**src/rtl/tmg_pkg.sv**
```systemverilog
package tmg_pkg;
  typedef enum logic [1:0] {
    MOD_PLUS1  = 2'b00,
    MOD_POW2   = 2'b01,
    MOD_MINUS1 = 2'b10,
    MOD_RSVD   = 2'b11
  } tmg_mode_e;
endpackage

```
**src/rtl/tmg_pre.sv**
```systemverilog
// Pre-processing: forms the doubled operand by wiring, the per-bit XOR term,
// and two-bit group generate/propagate pairs that exploit D[i] = X[i-1].
module tmg_pre
  import tmg_pkg::*;
#(
  parameter int N = 8
) (
  input  logic [N-1:0] x,
  input  tmg_mode_e    mode,
  output logic [N-1:0] gg,
  output logic [N-1:0] pp,
  output logic [N-1:0] tt
);
  logic wrap;
  logic [N-1:0] dbl;

  always_comb begin
    case (mode)
      MOD_MINUS1: wrap = x[N-1];
      MOD_PLUS1:  wrap = ~x[N-1];
      default:    wrap = 1'b0;
    endcase
  end

  assign dbl = {x[N-2:0], wrap};
  assign tt  = x ^ dbl;

  // bit 0 alone: addends x[0] and the wrapped bit
  assign gg[0] = x[0] & wrap;
  assign pp[0] = x[0] | wrap;

  // bits i and i-1 together; lower doubled bit is wrap for i==1, else x[i-2]
  for (genvar i = 1; i < N; i++) begin : g_pair
    logic lowd;
    if (i == 1) begin : g_first
      assign lowd = wrap;
    end else begin : g_rest
      assign lowd = x[i-2];
    end
    assign gg[i] = x[i-1] & (x[i] | lowd);
    assign pp[i] = (x[i] | x[i-1]) & (x[i-1] | lowd);
  end
endmodule

```
**src/rtl/tmg_prefix.sv**
```systemverilog
// Prefix carry network on pre-merged pairs: ceil(log2 N)-1 levels.
module tmg_prefix #(
  parameter int N = 8
) (
  input  logic [N-1:0] gin,
  input  logic [N-1:0] pin,
  output logic [N-1:0] gout,
  output logic [N-1:0] pout
);
  localparam int LVLS = $clog2(N) - 1;

  logic [LVLS:0][N-1:0] gs;
  logic [LVLS:0][N-1:0] ps;

  assign gs[0] = gin;
  assign ps[0] = pin;

  for (genvar l = 0; l < LVLS; l++) begin : g_lvl
    localparam int DIST = 2 << l;
    for (genvar i = 0; i < N; i++) begin : g_bit
      if (i >= DIST) begin : g_op
        assign gs[l+1][i] = gs[l][i] | (ps[l][i] & gs[l][i-DIST]);
        assign ps[l+1][i] = ps[l][i] & ps[l][i-DIST];
      end else begin : g_pass
        assign gs[l+1][i] = gs[l][i];
        assign ps[l+1][i] = ps[l][i];
      end
    end
  end

  assign gout = gs[LVLS];
  assign pout = ps[LVLS];
endmodule

```
**src/rtl/tmg_post.sv**
```systemverilog
// Post-processing: mode-dependent carry-in, late carry injection, sum XOR.
module tmg_post
  import tmg_pkg::*;
#(
  parameter int N = 8
) (
  input  logic [N-1:0] tt,
  input  logic [N-1:0] gpre,
  input  logic [N-1:0] ppre,
  input  tmg_mode_e    mode,
  output logic [N-1:0] sum
);
  logic cin;
  logic [N-1:0] carry;

  always_comb begin
    case (mode)
      // end-around carry; all-propagate also wraps so the result reads zero
      MOD_MINUS1: cin = gpre[N-1] | ppre[N-1];
      // complemented end-around carry
      MOD_PLUS1:  cin = ~gpre[N-1];
      default:    cin = 1'b0;
    endcase
  end

  assign carry[0] = cin;
  for (genvar i = 1; i < N; i++) begin : g_car
    assign carry[i] = gpre[i-1] | (ppre[i-1] & cin);
  end

  assign sum = tt ^ carry;
endmodule

```
**src/rtl/triple_multiple_gen.sv**
```systemverilog
module triple_multiple_gen
  import tmg_pkg::*;
#(
  parameter int N = 8
) (
  input  logic         clk,
  input  logic         rst,
  input  logic [N-1:0] x_in,
  input  logic [1:0]   mode_in,
  output logic [N-1:0] h_out
);
  tmg_mode_e    mode;
  logic [N-1:0] g_pre, p_pre, t_bits;
  logic [N-1:0] g_tree, p_tree;
  logic [N-1:0] h_next;

  assign mode = tmg_mode_e'(mode_in);

  tmg_pre #(.N(N)) u_pre (
    .x(x_in), .mode(mode), .gg(g_pre), .pp(p_pre), .tt(t_bits)
  );

  tmg_prefix #(.N(N)) u_tree (
    .gin(g_pre), .pin(p_pre), .gout(g_tree), .pout(p_tree)
  );

  tmg_post #(.N(N)) u_post (
    .tt(t_bits), .gpre(g_tree), .ppre(p_tree), .mode(mode), .sum(h_next)
  );

  always_ff @(posedge clk) begin
    if (rst) h_out <= '0;
    else     h_out <= h_next;
  end
endmodule

```
**config.mk**
```make
export PLATFORM = sky130hd
export DESIGN_NAME = triple_multiple_gen
export DESIGN_NICKNAME = d
export VERILOG_FILES = /design/src/rtl/tmg_pkg.sv /design/src/rtl/tmg_pre.sv /design/src/rtl/tmg_prefix.sv /design/src/rtl/tmg_post.sv /design/src/rtl/triple_multiple_gen.sv
export SDC_FILE = /design/constraint.sdc
export NUM_CORES = 1
export LEC_CHECK = 0
export ABC_AREA = 1
export BUFFER_PORTS_ARGS = -buffer_cell sky130_fd_sc_hd__buf_4
export CORE_UTILIZATION = 49
export CTS_BUF_LIST = sky130_fd_sc_hd__clkbuf_8
export DETAILED_ROUTE_END_ITERATION = 12
export PLACE_DENSITY = 0.85
export RECOVER_POWER = 25
export SLEW_MARGIN = 15
export SYNTH_ARGS = -nofsm -noshare
export SYNTH_HDL_FRONTEND = slang
export SYNTH_SLANG_ARGS = --single-unit
```
**constraint.sdc**
```tcl
create_clock -name clk -period 6.2 [get_ports clk]
set_input_delay 0.93 -clock clk [delete_from_list [all_inputs] [get_ports clk]]
set_output_delay 0.93 -clock clk [all_outputs]
set_load 0.02 [all_outputs]
```
==> qor.yml <==
placed_design:
  dp_hpwl_mm: 1.357
  placement.io_buffers: 19
  gp_congestion: 0.8552
  post-place-ws_ns: 3.159
min_path:
  hold_path_class: "in -> reg"
  min-delay-start: "rst"
  hold_end: "h_out[1]"
  min_path_cells: 2
clocking:
  ctsResizeCount: 0
  tritoncts: "yes"
  cts_buffers: 3
  ctsHoldBuffers: 0
  htreeDepth: 1
  cts.path.max_buffers: 2
  cts_root_buf: "clkbuf_8"
  cts.sinks: 8
  cts.clk_slew.worst_paths_ns: 0.04
  post-cts-setup-buffer-count: 0
final_layout:
  drive_gt1_share_pct: 22.54
  fin_util_pct: 69.41
  regMostFlops: "h_out"
  reg.largest.list: "h_out (8)"
  fill_cells: 135
  layout.nets: 166
  synthToLayoutAreaGrowth_pct: 24.67
  antenna_cells: 0
  largest_reg_flops: 8
synthesis:
  netlist_area_um2: 760.7
  yosysSeqAreaShare_pct: 21.05
  syn_inst: 120
  yosysUniqueCellTypes: 18
  synthesis.nets: 142
  yosysWarnings: 0
  synth-seq-cells: 8
  syn_avg_cell_area_um2: 6.339
timing:
  fin_setup_tns_ns: 0
  rsz0062_at_grt: "false"
  setup_viol: 0
  finalWorstSetupSlack_ns: 3.389
  drv_slew: 0
  final_hold_viol_count: 0
  timing.final.crit_share_pct: 45.34
  tightest_slew_ns: 0.2741
  period_needed_ns: 2.811
  slew_headroom_pct: 81.73
  timing.fmax_ghz: 0.3557
power_and_ir_drop:
  p_int_mw: 0.1268
  p_clk_share_pct: 32.5
  comb_power_share_pct: 36.3
  switching_power_mw: 0.06347
  cellPowerDensity_mw_per_mm2: 200.6
  seqPwrFrac_pct: 31.2
  switching_share_pct: 33.36
  ir_drop_mv: 0.07475
  total_leakage_power_nw: 0.5462
critical_path:
  startpoint: "mode_in[1]"
  worstSetupStartpointType: "input port"
  cp_max_fo: 7
  critical_path_class: "in -> reg"
  cp-end-kind: "flip-flop"
  arrival_ns: 2.94
  worst_path_dominant_cell_family: "simple AND/OR/NAND/NOR gates"
  critPathBufInv: 3
  cpMaxStageDelayCell: "fa_1"
  crit_path_max_incr_delay_ns: 0.41
  cp_data_required_time_ns: 6.32
  cp_cell_sequence: "buf_4 > nor2_2 > nand2_2 > nand2_1 > inv_1 > ha_1 > nor2_1 > nand2_1 > nor2_1 > nand2_1 > nand3_2 > nand2_2 > nand2_4 > fa_1 > inv_1 > nor2_1"
floorplan:
  initial_core_util_pct: 55.68
  die-area_mm2: 0.001714
  die_h_um: 41.40
  die_w_um: 41.40
  coreArea_mm2: 0.001366
  io_pins: 20
  rows: 13
global_routing:
  grt_start_max_net_pins: 8
  grtUsageTotal_pct: 21.35
  grt-ovfl-total: 0
  grt_pass1_vias: 721
  grt_pass1_wl_mm: 2.835
  antenna_found_initial: 0
run_status:
  status: "completed"
routing:
  vias_per_cell: 4.968
  wl_per_cell_um: 10.24
  drt-initial-drc-count: 3
  drt-total-wl_mm: 1.607
  vias: 780
  ant_nets: 0
  dr.pass1.iters: 4
  drc: 0
run:
  cap_violations: 0
## synthesized netlist by cell type (all sizes together)
cell,number,area share (%)
nand3,8,7.2
dfxtp,8,21
a311oi,1,1.2
nor2,23,12
or2,1,0.82
and3,1,0.82
a21oi,7,4.6
xnor2,1,1.2
inv,24,12
fa,1,2.6
nand2,31,18
o21ai,5,3.3
ha,9,15
## cell usage in the layout, fill, tap and decap left out
cell type  Yosys  final
nand2_1       24     24
inv_1         23     23
nor2_1        20     20
buf_4          0     15
ha_1           9      9
dfxtp_1        8      8
a21oi_1        7      7
nand2_2        6      6
nand3_1        5      5
o21ai_0        5      5
clkbuf_1       0      4
nor2_2         3      3
nand3_2        3      3
clkbuf_8       0      3
inv_2          1      1
or2_0          1      1
nand2_4        1      1
xnor2_1        1      1
a311oi_1       1      1
and3_1         1      1
fa_1           1      1
## metrics by stage
stage               hold WS, ns  total power [mW]  std cells  area [um2]
floorplan                 1.001            0.1071        120       760.7
global placement          1.105            0.1290        154       922.1
detailed placement        1.110            0.1314        154       922.1
CTS                      0.8668            0.1951        157       963.4
global route             0.8821            0.2032        157       948.4
finish                   0.8710            0.1903        157       948.4
## layout make-up
| type | instances | area, um2 | share of cell area, % |
|---|---|---|---|
| inverter | 24 | 90.09 | 9.499 |
| multi-input combinational | 88 | 510.5 | 53.83 |
| tap | 15 | 18.77 | 1.979 |
| sequential | 8 | 160.2 | 16.89 |
| timing repair buffer | 19 | 127.6 | 13.46 |
| clock buffer | 3 | 41.29 | 4.354 |
## routing by layer
metal / global-route usage [%] / wire length, um / vias to the layer above
met5: 0 / 0 / -
met4: 11.61 / 21 / 0
met3: 3.913 / 42 / 2
met2: 37.81 / 836 / 19
met1: 23.73 / 706 / 343
li1: - / - / 416
## power groups by stage
stage                     Clock [mW]  Sequential, mW  Combinational (mW)
final                         0.0618          0.0593              0.0691
after global routing          0.0659          0.0600              0.0773
after CTS                     0.0639          0.0595              0.0717
after detailed placement           0          0.0602              0.0712
after global placement             0          0.0601              0.0689
after floorplan                    0          0.0683              0.0389
## worst max path at each step
stage | to | slack [ns] | depth (start not counted)
2_1_floorplan | h_out[0] | 3.52 | 15
3_3_place_gp | h_out[0] | 3.27 | 16
3_5_place_dp | h_out[0] | 3.16 | 16
4_1_cts | h_out[0] | 3.40 | 16
5_1_grt | h_out[0] | 3.20 | 16
6_report | h_out[0] | 3.39 | 16
## kinds of logic after synthesis
kind of cell,synth area share [%]
XOR/XNOR,1.152
buffers and inverters,11.84
AO/OA/AOI/OAI,9.045
flip-flops,21.05
AND/OR/NAND/NOR,39.48
adder cells (fa/ha/maj),17.43
Power figures use the tool's default switching activity.
